`config.mk`:
```
export PLATFORM = sky130hd
export DESIGN_NAME = wprecomp_delay
export DESIGN_NICKNAME = d
export VERILOG_FILES = /design/src/rtl/wprecomp_delay.sv
export SDC_FILE = /design/constraint.sdc
export NUM_CORES = 1
export LEC_CHECK = 0
export ABC_CLOCK_PERIOD_IN_PS = 2100
export CORE_MARGIN = 1.5
export CORE_UTILIZATION = 40
export DETAILED_ROUTE_END_ITERATION = 7
export PLACE_DENSITY_LB_ADDON = 0.05
export SYNTH_ARGS = -nofsm -noshare
export SYNTH_HDL_FRONTEND = slang
export SYNTH_SLANG_ARGS = --single-unit
```
`constraint.sdc`:
```
create_clock -name clk -period 2.1 [get_ports clk]
set_input_delay 0.42 -clock clk [delete_from_list [all_inputs] [get_ports clk]]
set_output_delay 0.42 -clock clk [all_outputs]
set_load 0.03 [all_outputs]
```
`src/rtl/wprecomp_delay.sv`:
```
module wprecomp_delay #(
  parameter int TRK_W      = 8,
  parameter int SLOW_TICKS = 2,
  parameter int FAST_TICKS = 1,
  parameter int BASE_STEPS = 6,
  parameter int DEF_SLOW   = 3,
  parameter int DEF_FAST   = 2
) (
  input  logic             clk,
  input  logic             rst_n,
  input  logic [2:0]       pc_code,
  input  logic             rate_2m,
  input  logic [TRK_W-1:0] cur_track,
  input  logic [TRK_W-1:0] start_track,
  input  logic             wd_in,
  input  logic             early_hint,
  input  logic             late_hint,
  output logic             wd_out
);
  localparam int LMAX = (BASE_STEPS + 6) * SLOW_TICKS;
  localparam int LW   = $clog2(LMAX + 1);

  logic          wd_q, rise, fall, comp_on;
  logic [2:0]    steps;
  logic [LW-1:0] tick, nominal, shift, lat, hold_lat;
  logic [LMAX:0] st_q, en_q, st_n, en_n;

  assign rise    = wd_in & ~wd_q;
  assign fall    = ~wd_in & wd_q;
  assign comp_on = cur_track >= start_track;

  assign steps = (pc_code == 3'b111) ? 3'd0 :
                 (pc_code == 3'b000) ? (rate_2m ? 3'(DEF_FAST) : 3'(DEF_SLOW)) :
                 pc_code;

  assign tick    = rate_2m ? LW'(FAST_TICKS) : LW'(SLOW_TICKS);
  assign nominal = LW'(BASE_STEPS) * tick;
  assign shift   = comp_on ? LW'(steps) * tick : '0;

  always_comb begin
    if (late_hint && !early_hint)
      lat = nominal + shift;
    else if (early_hint && !late_hint)
      lat = (shift > nominal) ? '0 : nominal - shift;
    else
      lat = nominal;
  end

  always_comb begin
    st_n = {1'b0, st_q[LMAX:1]};
    en_n = {1'b0, en_q[LMAX:1]};
    if (rise) st_n[lat] = 1'b1;
    if (fall) en_n[hold_lat] = 1'b1;
  end

  always_ff @(posedge clk or negedge rst_n) begin
    if (!rst_n) begin
      wd_q     <= 1'b0;
      hold_lat <= '0;
      st_q     <= '0;
      en_q     <= '0;
      wd_out   <= 1'b0;
    end else begin
      wd_q <= wd_in;
      st_q <= st_n;
      en_q <= en_n;
      if (rise) hold_lat <= lat;
      if (st_q[0])      wd_out <= 1'b1;
      else if (en_q[0]) wd_out <= 1'b0;
    end
  end

  a_r6_below_start_nominal: assert property (@(posedge clk) disable iff (!rst_n)
    (rise && cur_track < start_track) |=> hold_lat == $past(nominal));

  a_r5_late_not_sooner: assert property (@(posedge clk) disable iff (!rst_n)
    (rise && late_hint && !early_hint) |=> hold_lat >= $past(nominal));

  a_r5_early_not_later: assert property (@(posedge clk) disable iff (!rst_n)
    (rise && early_hint && !late_hint) |=> hold_lat <= $past(nominal));

  a_r8_latency_held: assert property (@(posedge clk) disable iff (!rst_n)
    (wd_q && wd_in) |=> $stable(hold_lat));

  a_r4_out_rise_scheduled: assert property (@(posedge clk) disable iff (!rst_n)
    $rose(wd_out) |-> $past(st_q[0]));

  a_r7_out_fall_scheduled: assert property (@(posedge clk) disable iff (!rst_n)
    $fell(wd_out) |-> $past(en_q[0]));
endmodule

```
==> flow_summary.json <==
{
  "wire_per_inst_microns": 14.4,
  "drtIter0Drc": 35,
  "final_cell_mix": "57 x dfrtp_1, 44 x buf_4, 36 x a21o_1, 20 x nand2_1, 16 x o21bai_1",
  "synthToLayoutAreaGrowth_pct": 47.0,
  "worst_ir_drop_vdd_v": 0.000328,
  "numCtsBuffers": 9,
  "worst_slew_margin_rel_pct": 67.7,
  "final_antenna_violating_net_count": 0,
  "tritoncts": "done",
  "clock_skew_ns": 0.00969,
  "grt_setup_unrepaired": "yes",
  "grt_antenna_before_repair": 0,
  "htree_levels": 3,
  "post-synth-top-area-cell": "dfrtp_1",
  "worstSetupEndpointType": "register",
  "drt_drc_violations_left": 0,
  "yosys_most_used_dff": "dfrtp_1",
  "max_freq_mhz": 332,
  "worstSkewPairLatency_ns": 0.33,
  "worst_pin_slew_ns": 0.484,
  "cts_root_buf": "clkbuf_8",
  "worstSetupPathType": "input pin to register",
  "pin_count_of_the_biggest_net_entering_global_routing": 58,
  "dieWidth_microns": 88.9,
  "clkSlewWorstSetupHoldPaths_ns": 0.06,
  "netlist-cell-type-count": 51,
  "setup_crit_start": "start_track[1]",
  "largest_family_of_logic_cells_by_synthesized_area": "compound AO/OA/AOI/OAI gates",
  "route.vias.total": 2380,
  "drt_wl_total_microns": 6730,
  "maxSlewViolCount": 0,
  "dpl.hpwl_microns": 4840,
  "drive_above_1_share_pct": 40.5,
  "synth_mux_area_share_pct": 0,
  "worst_r2r_startpoint": "wd_q",
  "grt_pass1_vias": 2406,
  "required_ns": 2.38,
  "clockBufferDepth": 2,
  "finalCriticalPeriod_ns": 3.01,
  "cts_sinks": 57,
  "outcome": "finished with violations",
  "critical_path_peak_fanout": 5,
  "floorplan.die.height_microns": 88.9,
  "yosysTopAreaCellShare_pct": 48.4,
  "post-route-cell-area_sq_um": 4330,
  "vias_per_cell": 5.10,
  "antenna-diode-count": 0,
  "placedCellCount": 447,
  "core_sq_um": 7180,
  "post_synth_instance_area_sq_um": 2950,
  "globalplace.congestion": 0.862,
  "layout.core_utilization_pct": 60.4,
  "gr-total-overflow": 0,
  "place_area_sq_um": 3850,
  "worst_setup_sp_type": "input pin",
  "power.leakage_nw": 2.18,
  "post_synth_fa_ha_maj_area_fraction_pct": 6.19,
  "report.final.setup_viol": 30,
  "drt_first_pass_iters": 4,
  "power_per_cell_area_nw_per_um2": 669,
  "floorplan.die_area_sq_um": 7900,
  "io_buffers": 25,
  "row_count": 31,
  "mappedNetlistNets": 318,
  "synth.area.top_cells": "dfrtp_1 48%, a21o_1 9.2%, ha_1 5.5%",
  "final-hold-violation-count": 0,
  "cap_violations": 0,
  "post_synth_xor_area_fraction_pct": 0.594,
  "mostFrequentLayoutCell": "dfrtp_1",
  "final_clock_period_utilization_by_the_worst_path_pct": 144,
  "layout.cells.non_filler": 467,
  "synth_enable_flop_cells": 0,
  "synth_simple_gate_area_share_pct": 17.1,
  "first_pass_grt_wire_length_microns": 11100,
  "failed_checks": "negative setup slack",
  "layout.filler_cells": 575,
  "initial_core_util_pct": 41.1,
  "ys_seq_area_share_pct": 48.4,
  "worst_slack_ns": -0.915,
  "ys_warn_count": 0,
  "post_synth_inst_count": 279,
  "grt.total_usage_pct": 18.7,
  "postSynth.asyncResetShare_pct": 100,
  "post_synth.cell_area_avg_sq_um": 10.6,
  "io_pins": 26,
  "number_of_buffers_added_to_fix_hold_violations_after_cts": 0,
  "worst_hold_path_type": "input pin to async pin",
  "totalNegativeSetupSlack_ns": -24.46,
  "synth-seq-cells": 57,
  "synth_compound_area_share_pct": 24.8,
  "worstPathArrival_ns": 3.29,
  "finalNetCount": 404
}
-- power breakdown --
group	leakage (nW)	internal, W	switching (W)	total [W]
registers	0.767	0.00122	0.0000559	0.00127
logic	1.33	0.000422	0.000379	0.000802
clock network	0.0778	0.000408	0.000417	0.000824
total	2.18	0.00205	0.000852	0.00290
-- layer usage --
layer / share of wire [%] / GRT usage, %
met3: 2.1 / 4.48
met1: 48 / 24.0
met2: 47 / 30.4
met5: 0 / 0
met4: 2.3 / 7.53
-- state kept, by name (all words and copies together), names as in the netlist --
register / cells
en_q: 25
hold_lat: 5
st_q: 25
wd_out: 1
wd_q: 1
-- final timing paths --
kind / to / cells past startpoint / slack [ns]
max in group asynchronous: st_q[10] / 2 / 1.77
setup reg to reg: st_q[22] / 6 / 0.43
hold reg to reg: st_q[3] / 1 / 0.42
setup / recovery: st_q[21] / 15 / -0.91
hold / removal: en_q[13] / 2 / 0.08
min in group clk: st_q[3] / 1 / 0.42
-- worst max-delay path, stage by stage --
cell      delay, ns
buf_8          0.11
inv_12         0.04
ha_4           0.18
nor2b_4        0.12
o211ai_1       0.19
a31oi_2        0.12
or2_4          0.27
nand4_1        0.11
inv_2          0.06
ha_4           0.22
or4b_4         0.54
a32oi_4        0.30
nand3b_1       0.16
a211oi_4       0.29
a21o_1         0.15
-- cell families after synthesis --
group                      after synthesis
and+or+nand+nor                         91
xor gates and xnor gates                 2
AOI/OAI and AO/OA                       93
buffers and inverters                   22
DFF                                     57
adders and majority gates               14
-- synth_stat cells (all sizes together) (4+ instances only) --
library cell  number
nor3b              4
nand3              4
a21oi              7
nand2             24
nand2b             8
and2               6
nor2b             11
nor3               5
ha                13
o21ai              8
nand3b             6
o21bai            18
inv               15
dfrtp             57
a21o              36
buf                4
nor2               8
-- layout make-up --
type	instances	area, sq um	share of cell area (%)
Inverter	15	68.8	1.59
Tap cell	99	124	2.86
Clock inverter	4	22.5	0.520
Clock buffer	10	128	2.94
Multi-Input combinational cell	200	1830	42.2
Sequential cell	57	1430	32.9
Timing Repair Buffer	82	736	17.0
-- per-stage QoR --
stage          power (W)  setup WS [ns]  hold WS [ns]
4_1_cts          0.00288         -0.887        0.0741
6_report         0.00290         -0.915        0.0765
5_1_grt          0.00307          -1.05        0.0914
3_3_place_gp     0.00196          -1.85         0.406
3_5_place_dp     0.00197          -1.90         0.412
2_1_floorplan    0.00166          -1.08         0.124
-- what timing repair did --
action | CTS | global route
endpoints found under the setup margin | 30 | 30
gates resized for setup | 97 | 23
pin swaps | 37 | 17
setup buffers | 5 | 1
Note: power is estimated with default switching activity, not from simulation.
